===== src/rtl/console_pkg.sv =====
package console_pkg;
  localparam int unsigned AW = 16;
  localparam int unsigned DW = 16;
  localparam int unsigned CW = 8;
  localparam int unsigned PAGE_BITS = 7;
  localparam logic [AW-1:0] KBD_STAT_A  = 16'hFE00;
  localparam logic [AW-1:0] KBD_DATA_A  = 16'hFE02;
  localparam logic [AW-1:0] DISP_STAT_A = 16'hFE04;
  localparam logic [AW-1:0] DISP_DATA_A = 16'hFE06;

  typedef struct packed {
    logic kbd_stat;
    logic kbd_data;
    logic disp_stat;
    logic disp_data;
  } reg_hit_t;

  function automatic logic in_io_page(input logic [AW-1:0] a);
    return &a[AW-1 -: PAGE_BITS];
  endfunction

  function automatic logic [DW-1:0] status_word(input logic flag);
    return {flag, {(DW-1){1'b0}}};
  endfunction

  function automatic logic [DW-1:0] data_word(input logic [CW-1:0] ch);
    return {{(DW-CW){1'b0}}, ch};
  endfunction
endpackage


===== src/rtl/console_decode.sv =====
module console_decode
  import console_pkg::*;
(
  input  logic          clk,
  input  logic          rst_n,
  input  logic [AW-1:0] addr,
  output logic          io_sel,
  output reg_hit_t      hit
);
  always_comb begin
    io_sel        = in_io_page(addr);
    hit.kbd_stat  = (addr == KBD_STAT_A);
    hit.kbd_data  = (addr == KBD_DATA_A);
    hit.disp_stat = (addr == DISP_STAT_A);
    hit.disp_data = (addr == DISP_DATA_A);
  end


  hit_in_page_chk: assert property (@(posedge clk) disable iff (!rst_n)
    (|hit) |-> io_sel);

  hit_unique_chk: assert property (@(posedge clk) disable iff (!rst_n)
    $onehot0(hit));
endmodule


===== src/rtl/console_kbd.sv =====
module console_kbd
  import console_pkg::*;
(
  input  logic          clk,
  input  logic          rst_n,
  input  logic          strobe,
  input  logic [CW-1:0] char_in,
  input  logic          data_read,
  output logic          ready,
  output logic [CW-1:0] data
);
  logic set_ev, clr_ev;
  assign set_ev = strobe;
  assign clr_ev = data_read && !strobe;

  always_ff @(posedge clk or negedge rst_n) begin
    if (!rst_n) begin
      ready <= 1'b0;
      data  <= '0;
    end else begin
      if (set_ev) begin
        ready <= 1'b1;
        data  <= char_in;
      end else if (clr_ev) begin
        ready <= 1'b0;
      end
    end
  end


  kbd_clear_chk: assert property (@(posedge clk) disable iff (!rst_n)
    clr_ev |=> !ready);

  kbd_capture_chk: assert property (@(posedge clk) disable iff (!rst_n)
    strobe |=> (ready && data == $past(char_in)));

  kbd_hold_chk: assert property (@(posedge clk) disable iff (!rst_n)
    (!strobe && !data_read) |=> ($stable(ready) && $stable(data)));
endmodule


===== src/rtl/console_disp.sv =====
module console_disp
  import console_pkg::*;
(
  input  logic          clk,
  input  logic          rst_n,
  input  logic          data_write,
  input  logic [CW-1:0] wchar,
  input  logic          ack,
  output logic          ready,
  output logic [CW-1:0] char_out,
  output logic          load
);
  logic take_ev, done_ev;
  assign take_ev = data_write;
  assign done_ev = ack && !data_write;

  always_ff @(posedge clk or negedge rst_n) begin
    if (!rst_n) begin
      ready    <= 1'b1;
      char_out <= '0;
      load     <= 1'b0;
    end else begin
      load <= take_ev;
      if (take_ev) begin
        ready    <= 1'b0;
        char_out <= wchar;
      end else if (done_ev) begin
        ready <= 1'b1;
      end
    end
  end


  disp_write_chk: assert property (@(posedge clk) disable iff (!rst_n)
    take_ev |=> (!ready && load && char_out == $past(wchar)));

  disp_ack_chk: assert property (@(posedge clk) disable iff (!rst_n)
    done_ev |=> ready);

  disp_pulse_chk: assert property (@(posedge clk) disable iff (!rst_n)
    !take_ev |=> !load);
endmodule


===== src/rtl/console_mmio.sv =====
module console_mmio
  import console_pkg::*;
(
  input  logic          clk,
  input  logic          rst_n,
  input  logic [15:0]   bus_addr,
  input  logic          bus_rd,
  input  logic          bus_wr,
  input  logic [15:0]   bus_wdata,
  output logic [15:0]   bus_rdata,
  output logic          io_sel,
  input  logic          kbd_strobe,
  input  logic [7:0]    kbd_char,
  input  logic          disp_ack,
  output logic [7:0]    disp_char,
  output logic          disp_load
);
  reg_hit_t      hit;
  logic          kbd_ready, disp_ready;
  logic [CW-1:0] kbd_data;
  logic          kbd_rd_ev, disp_wr_ev;

  console_decode u_dec (
    .clk(clk), .rst_n(rst_n), .addr(bus_addr), .io_sel(io_sel), .hit(hit)
  );

  assign kbd_rd_ev  = bus_rd && hit.kbd_data;
  assign disp_wr_ev = bus_wr && hit.disp_data;

  console_kbd u_kbd (
    .clk(clk), .rst_n(rst_n), .strobe(kbd_strobe), .char_in(kbd_char),
    .data_read(kbd_rd_ev), .ready(kbd_ready), .data(kbd_data)
  );

  console_disp u_disp (
    .clk(clk), .rst_n(rst_n), .data_write(disp_wr_ev),
    .wchar(bus_wdata[CW-1:0]), .ack(disp_ack), .ready(disp_ready),
    .char_out(disp_char), .load(disp_load)
  );

  always_comb begin
    bus_rdata = '0;
    if (bus_rd) begin
      unique case (1'b1)
        hit.kbd_stat:  bus_rdata = status_word(kbd_ready);
        hit.kbd_data:  bus_rdata = data_word(kbd_data);
        hit.disp_stat: bus_rdata = status_word(disp_ready);
        hit.disp_data: bus_rdata = data_word(disp_char);
        default:       bus_rdata = '0;
      endcase
    end
  end


  idle_bus_zero_chk: assert property (@(posedge clk) disable iff (!rst_n)
    (!bus_rd || !io_sel) |-> (bus_rdata == '0));

  status_low_zero_chk: assert property (@(posedge clk) disable iff (!rst_n)
    (bus_rd && (hit.kbd_stat || hit.disp_stat)) |-> (bus_rdata[14:0] == '0));
endmodule


===== config.mk =====
export PLATFORM = sky130hd
export DESIGN_NAME = console_mmio
export DESIGN_NICKNAME = d
export VERILOG_FILES = /design/src/rtl/console_pkg.sv /design/src/rtl/console_decode.sv /design/src/rtl/console_kbd.sv /design/src/rtl/console_disp.sv /design/src/rtl/console_mmio.sv
export SDC_FILE = /design/constraint.sdc
export NUM_CORES = 1
export LEC_CHECK = 0
export BUFFER_PORTS_ARGS = -buffer_cell sky130_fd_sc_hd__buf_2
export CAP_MARGIN = 20
export CORE_MARGIN = 3
export CORE_UTILIZATION = 44
export CTS_BUF_LIST = sky130_fd_sc_hd__clkbuf_8 sky130_fd_sc_hd__clkbuf_16
export DETAILED_ROUTE_END_ITERATION = 10
export GPL_TIMING_DRIVEN = 0
export PLACE_DENSITY = 0.9
export SYNTH_ARGS = -nofsm -noshare
export SYNTH_HDL_FRONTEND = slang
export SYNTH_HIERARCHICAL = 1
export SYNTH_SLANG_ARGS = --single-unit
export TNS_END_PERCENT = 100

===== constraint.sdc =====
create_clock -name clk -period 5.2 [get_ports clk]
set_input_delay 0.78 -clock clk [delete_from_list [all_inputs] [get_ports clk]]
set_output_delay 0.78 -clock clk [all_outputs]
set_load 0.1 [all_outputs]

==> metrics.cfg, run 1 <==
[clocking]
cts_tree=built
cts_root_buf=clkbuf_8
cts_sinks=19
clockBufferDepth=2
cts_hold_buf=0
cts_resized=0
post_cts_buffers=0
cts_max_level=1
cts_buffers=3
clock_latency_ns=0.26
path_clk_slew_ns=0.07

[critical_path]
worstPathMaxFanout=9
critical_path_required_ns=4.42
cp.arrival_ns=3.13
cp_common_cell=buf_2
critical_path.max_stage_delay_ns=0.54
critPathLaunchType=input pin
r2r-start=u_disp/char_out[7]$_DFFE_PN0P_
r2r_setup_slack_ns=4.41
crit_path_end_kind=primary output
startpoint=bus_addr[0]
criticalPathCategory=input pin to primary output
slowest_stage=or4_4
worstPathCellList=buf_2, or4_1, or4_4, nor3_1, o41ai_4, nor2_1, buf_2

[detailed_routing]
wl_um=2530
wl_per_cell_um=14.5
num_vias=864
drt-initial-drc-count=7
vias_per_cell=4.94
drcViolationCount=0
drt-pass1-iter-count=4
postRouteAntennaNets=0

[run]
max_cap_violations=0

[sta]
setup_viol=0
min_period_ns=3.91
relSlewSlack_pct=59.4
rsz0062_at_grt=false
finalCritPeriodShare_pct=75.2
report.final.slew_viol_count=0
skew_ns=0
finalSetupTns_ns=0
hold_viol_final=0
max_freq_mhz=256
tightest_slew_ns=0.607

[logic_synthesis]
syn_area_um2=1050
ys_warn_count=6
yosysUniqueCellTypes=23
ys_seq_elements=19
yosysTopAreaCellShare_pct=42.7
synth.avg_cell_area_um2=12.9
synth_top_area_cell=dfrtp_1
synth_cells=82
synthTopCellsByArea=dfrtp_1 (43%), mux2_4 (23%), a22oi_1 (6.4%)
ys_seq_area_share_pct=45.2

[power]
ir_worst_vdd_mv=0.164
power_density_nw_per_um2=223
p_leak_uw=0.000755

[final_layout]
stdcell_area_um2=1430
drive_above_1_share_pct=63.9
num_antenna_cells=0
syn2layout_area_growth_pct=35.9
fin_nets=194
nFillCells=201

[global_routing]
first_global_vias=880
grt_max_degree=20
grtUsageTotal_pct=18.5
antenna_found_initial=0
overflow=0
grt_pass1_wl_um=3800

[run_status]
status=finished, final reports clean

[die]
initial_core_util_pct=47.2
core_um2=2230
dieHeight_um=55.0
die_w_um=55.0
die_area_um2=3020
io_pins=72
fp-row-count=17

[hold_path]
hold_path_class=input pin to async pin

[placement]
place_hpwl_um=2020
place.gp.congestion=0.662
placed_area_um2=1390
port_buffers=55

## registers in the layout (all words and copies together) (netlist names)
signal,flops
u_disp/char_out,8
u_kbd/data,8
u_disp/load,1
u_disp/ready,1
u_kbd/ready,1
## where the power goes
group | switching, µW | internal [µW]
combinational | 34.5 | 24.2
sequential | 3.93 | 154
clock | 50.3 | 53.3
total | 88.8 | 232
## cells in the mapped netlist
cell	n
or4_1	1
mux2_4	16
nor2_1	11
o21ba_2	1
nor3b_2	2
or4_4	1
conb_1	1
and2_1	1
nand2_1	1
dfrtp_1	18
and2_2	1
inv_1	1
a22oi_1	9
buf_6	3
nand3_1	1
buf_2	1
nand4_1	1
nor3_1	1
or3_1	1
o41ai_4	1
a21o_2	1
dfstp_2	1
buf_4	7
## metrics by stage
step                hold slack [ns]  utilization (%)  std cells  power [µW]  setup slack (ns)
floorplan                     0.462                -         88         200             0.841
detailed placement            0.476             62.1        171         220              1.30
CTS                           0.450             64.2        175         323              1.30
global route                  0.456             64.2        175         334              1.18
finish                        0.440             64.2        175         320              1.29
global placement              0.474             62.1        171         217              1.38
## kinds of logic after synthesis
family	synth area share [%]
compound gates	10.8
simple gates	11.9
flops	45.2
mux	22.8
other cells	0.356
buf+inv	9.01
## routing by layer
layer | vias up | global-route usage [%] | wire length, µm
met3 | 12 | 3.75 | 169
met5 | - | 0 | 0
met2 | 37 | 32.7 | 1390
met4 | 0 | 14.2 | 102
met1 | 405 | 18.8 | 868
li1 | 410 | - | -
## final cells by class
| type | count | area (µm²) | area share, % |
|---|---|---|---|
| flip-flops and latches | 19 | 477 | 33.2 |
| repair buffers | 55 | 275 | 19.2 |
| clock buffers | 3 | 41.3 | 2.88 |
| well taps | 28 | 35.0 | 2.44 |
| plain buffers | 11 | 91.3 | 6.37 |
| inverters | 1 | 3.75 | 0.262 |
| multi-input cells | 57 | 505 | 35.3 |
| clock inverters | 1 | 5.00 | 0.349 |
## cells in the final DEF (no fill, tap or decap), types with 2 or more instances in the layout
cell type  instances
nor3b_2            2
dfrtp_1           18
nor2_1            11
a22oi_1            9
buf_4              7
clkbuf_8           3
mux2_4            16
buf_6              3
buf_2             56
conb_1             7
## path summary, 6_finish.rpt
check | to | cells past startpoint
worst max-delay path | bus_rdata[4] | 7
worst min-delay path | u_disp/char_out[0]$_DFFE_PN0P_ | 1
worst max register to register | u_disp/char_out[7]$_DFFE_PN0P_ | 1
worst min register to register | u_kbd/ready$_DFFE_PN0P_ | 1
max in group asynchronous | u_disp/ready$_DFFE_PN1P_ | 1
min in group clk | u_kbd/ready$_DFFE_PN0P_ | 1
## worst max-delay path: cells and delay by family
family	cells	cell delay (ns)
AND/OR/NAND/NOR	4	1.59
buffers and inverters	2	0.54
AO/OA/AOI/OAI	1	0.21
No activity file was read; power rests on OpenSTA's default activity.
==> run 2: changes to the inputs <==
--- a/config.mk
+++ b/config.mk
@@ -8,11 +8,11 @@
 export BUFFER_PORTS_ARGS = -buffer_cell sky130_fd_sc_hd__buf_2
 export CAP_MARGIN = 20
 export CORE_MARGIN = 3
-export CORE_UTILIZATION = 44
+export CORE_UTILIZATION = 41
 export CTS_BUF_LIST = sky130_fd_sc_hd__clkbuf_8 sky130_fd_sc_hd__clkbuf_16
 export DETAILED_ROUTE_END_ITERATION = 10
 export GPL_TIMING_DRIVEN = 0
-export PLACE_DENSITY = 0.9
+export PLACE_DENSITY = 0.85
 export SYNTH_ARGS = -nofsm -noshare
 export SYNTH_HDL_FRONTEND = slang
 export SYNTH_HIERARCHICAL = 1
==> constraint.sdc (replaced) <==
create_clock -name clk -period 3.7 [get_ports clk]
set_input_delay 0.555 -clock clk [delete_from_list [all_inputs] [get_ports clk]]
set_output_delay 0.555 -clock clk [all_outputs]
set_load 0.1 [all_outputs]
==> metrics.cfg, run 2 (synthesized netlist as in run 1, its figures left out) <==
[global_routing]
grt_max_degree=20  ; unchanged
first_global_vias=868  ; was 880
grt_pass1_wl_um=3770  ; was 3800 µm
overflow=0  ; unchanged
antenna_found_initial=0  ; unchanged
grtUsageTotal_pct=15.2  ; was 18.5%

[die]
die_area_um2=3220  ; was 3020 µm²
io_pins=72  ; unchanged
fp-row-count=17  ; unchanged
core_um2=2320  ; was 2230 µm²
die_w_um=56.7  ; was 55.0 µm
dieHeight_um=56.7  ; was 55.0 µm
initial_core_util_pct=45.5  ; was 47.2%

[sta]
whs_ns=0.230  ; was 0.440 ns
finalCritPeriodShare_pct=93.7
tightest_slew_ns=0.606  ; was 0.607 ns
fin_ws_ns=0.234  ; was 1.29 ns
report.final.slew_viol_count=0  ; unchanged
relSlewSlack_pct=59.5  ; was 59.4%
min_period_ns=3.47
rsz0062_at_grt=false  ; unchanged
hold_viol_final=0  ; unchanged
skew_ns=0  ; unchanged
setup_viol=0  ; unchanged
max_freq_mhz=289

[final_layout]
post-route-util_pct=61.8  ; was 64.2%
nFillCells=197  ; was 201
fin_cells=175  ; unchanged
fin_nets=194  ; unchanged
register_area_um2=477  ; unchanged
syn2layout_area_growth_pct=35.8  ; was 35.9%
drive_above_1_share_pct=63.3  ; was 63.9%
multi_input_area_um2=505  ; unchanged
top_regs=u_disp/char_out: 8 flops, u_kbd/data: 8 flops  ; unchanged
final_common_cell=buf_2  ; unchanged
layout_common_cells=buf_2 (56), dfrtp_1 (18), mux2_4 (16)  ; unchanged
num_antenna_cells=0  ; unchanged

[placement]
dp_slack_ns=0.263  ; was 1.30 ns
dp_cells=171  ; unchanged
place_hpwl_um=1930  ; was 2020 µm
port_buffers=55  ; unchanged
place.gp.congestion=0.724  ; was 0.662

[detailed_routing]
drt-initial-drc-count=7  ; unchanged
drcViolationCount=0  ; unchanged
postRouteAntennaNets=0  ; unchanged
num_vias=849  ; was 864
wl_per_cell_um=13.6  ; was 14.5 µm
vias_per_cell=4.85  ; was 4.94
wl_um=2370  ; was 2530 µm
drt-pass1-iter-count=4  ; unchanged

[power]
p_comb_share_pct=18.8  ; was 18.3%
p_int_uw=324  ; was 232 µW
p_seq_share_pct=50.7  ; was 49.3%
swShare_pct=26.0  ; was 27.7%
p_leak_uw=0.000757  ; was 0.000755 µW
power_density_nw_per_um2=306  ; was 223 nW/µm²
power.total_uw=438  ; was 320 µW
pwr-share-clk_pct=30.6  ; was 32.4%
p_switching_uw=114  ; was 88.8 µW
ir_worst_vdd_mv=0.208  ; was 0.164 mV

[critical_path]
crit_path_end_kind=primary output  ; unchanged
criticalPathCategory=input pin to primary output  ; unchanged
slowest_stage=or4_4  ; unchanged
critical_path.max_stage_delay_ns=0.53  ; was 0.54 ns
critical_path_required_ns=3.14  ; was 4.42 ns
worstPathCellList=buf_2, or4_1, or4_4, nor3b_2, buf_2, o41ai_4, nor2_1, buf_2  ; was buf_2, or4_1, or4_4, nor3_1, o41ai_4, nor2_1, buf_2
cp.arrival_ns=2.91  ; was 3.13 ns
critPathLaunchType=input pin  ; unchanged
cp_common_cell=buf_2  ; unchanged
worstPathMaxFanout=10  ; was 9

[clocking]
cts_resized=0  ; unchanged
cts_sinks=19  ; unchanged
post_cts_buffers=0  ; unchanged
clockBufferDepth=2  ; unchanged
cts_tree=built  ; unchanged
path_clk_slew_ns=0.06  ; was 0.07 ns
cts_buffers=3  ; unchanged
cts_max_level=1  ; unchanged
clock_latency_ns=0.25  ; was 0.26 ns
cts_hold_buf=0  ; unchanged
cts_root_buf=clkbuf_8  ; unchanged

[run]
max_cap_violations=0  ; unchanged

[run_status]
status=finished, final reports clean  ; unchanged

[hold_path]
hold_path_class=input pin to async pin  ; unchanged

run 2: layout make-up:
class,instances,share of cell area [%]
multi-input cells,57,35.3
flip-flops and latches,19,33.3
repair buffers,55,19.2
plain buffers,11,6.38
clock buffers,3,2.88
well taps,28,2.45
clock inverters,1,0.262
inverters,1,0.262
run 2: worst max-delay path: cells and delay by family:
kind | cells | cell delay [ns]
and+or+nand+nor | 4 | 1.40
AOI/OAI and AO/OA | 1 | 0.15
buffers and inverters | 3 | 0.80
run 2: power by group through the flow:
stage,clock (µW),sequential (µW),combinational (µW)
6_report,134,222,82.2
3_5_place_dp,0,226,82.4
3_3_place_gp,0,225,80.1
2_1_floorplan,0,224,56.7
5_1_grt,150,223,87.3
4_1_cts,141,222,82.4
run 2: final timing paths:
check / startpoint / end / slack, ns / cells after the start
max: bus_addr[0] / bus_rdata[2] / 0.23 / 8
min: rst_n / u_kbd/data[4]$_DFFE_PN0P_ / 0.23 / 1
max reg2reg: u_kbd/data[7]$_DFFE_PN0P_ / u_kbd/data[7]$_DFFE_PN0P_ / 2.91 / 1
min reg2reg: u_kbd/ready$_DFFE_PN0P_ / u_kbd/ready$_DFFE_PN0P_ / 0.50 / 1
max in group asynchronous: rst_n / u_disp/ready$_DFFE_PN1P_ / 3.14 / 1
min in group clk: u_kbd/ready$_DFFE_PN0P_ / u_kbd/ready$_DFFE_PN0P_ / 0.50 / 1
run 2: routing by layer:
metal	GRT usage, %	vias to the layer above	part of all wire [%]	routed length, µm
met4	6.44	0	1.5	36
met3	4.37	4	10	245
met1	17.4	395	36	863
met2	25.9	41	52	1230
met5	0	-	0	0
li1	-	409	-	-
run 2: per-stage QoR:
| stage | area (µm²) | TNS [ns] |
|---|---|---|
| 2_1_floorplan | 1080 | -1.88 |
| 3_3_place_gp | 1390 | 0 |
| 3_5_place_dp | 1390 | 0 |
| 4_1_cts | 1430 | 0 |
| 5_1_grt | 1430 | 0 |
| 6_report | 1430 | 0 |
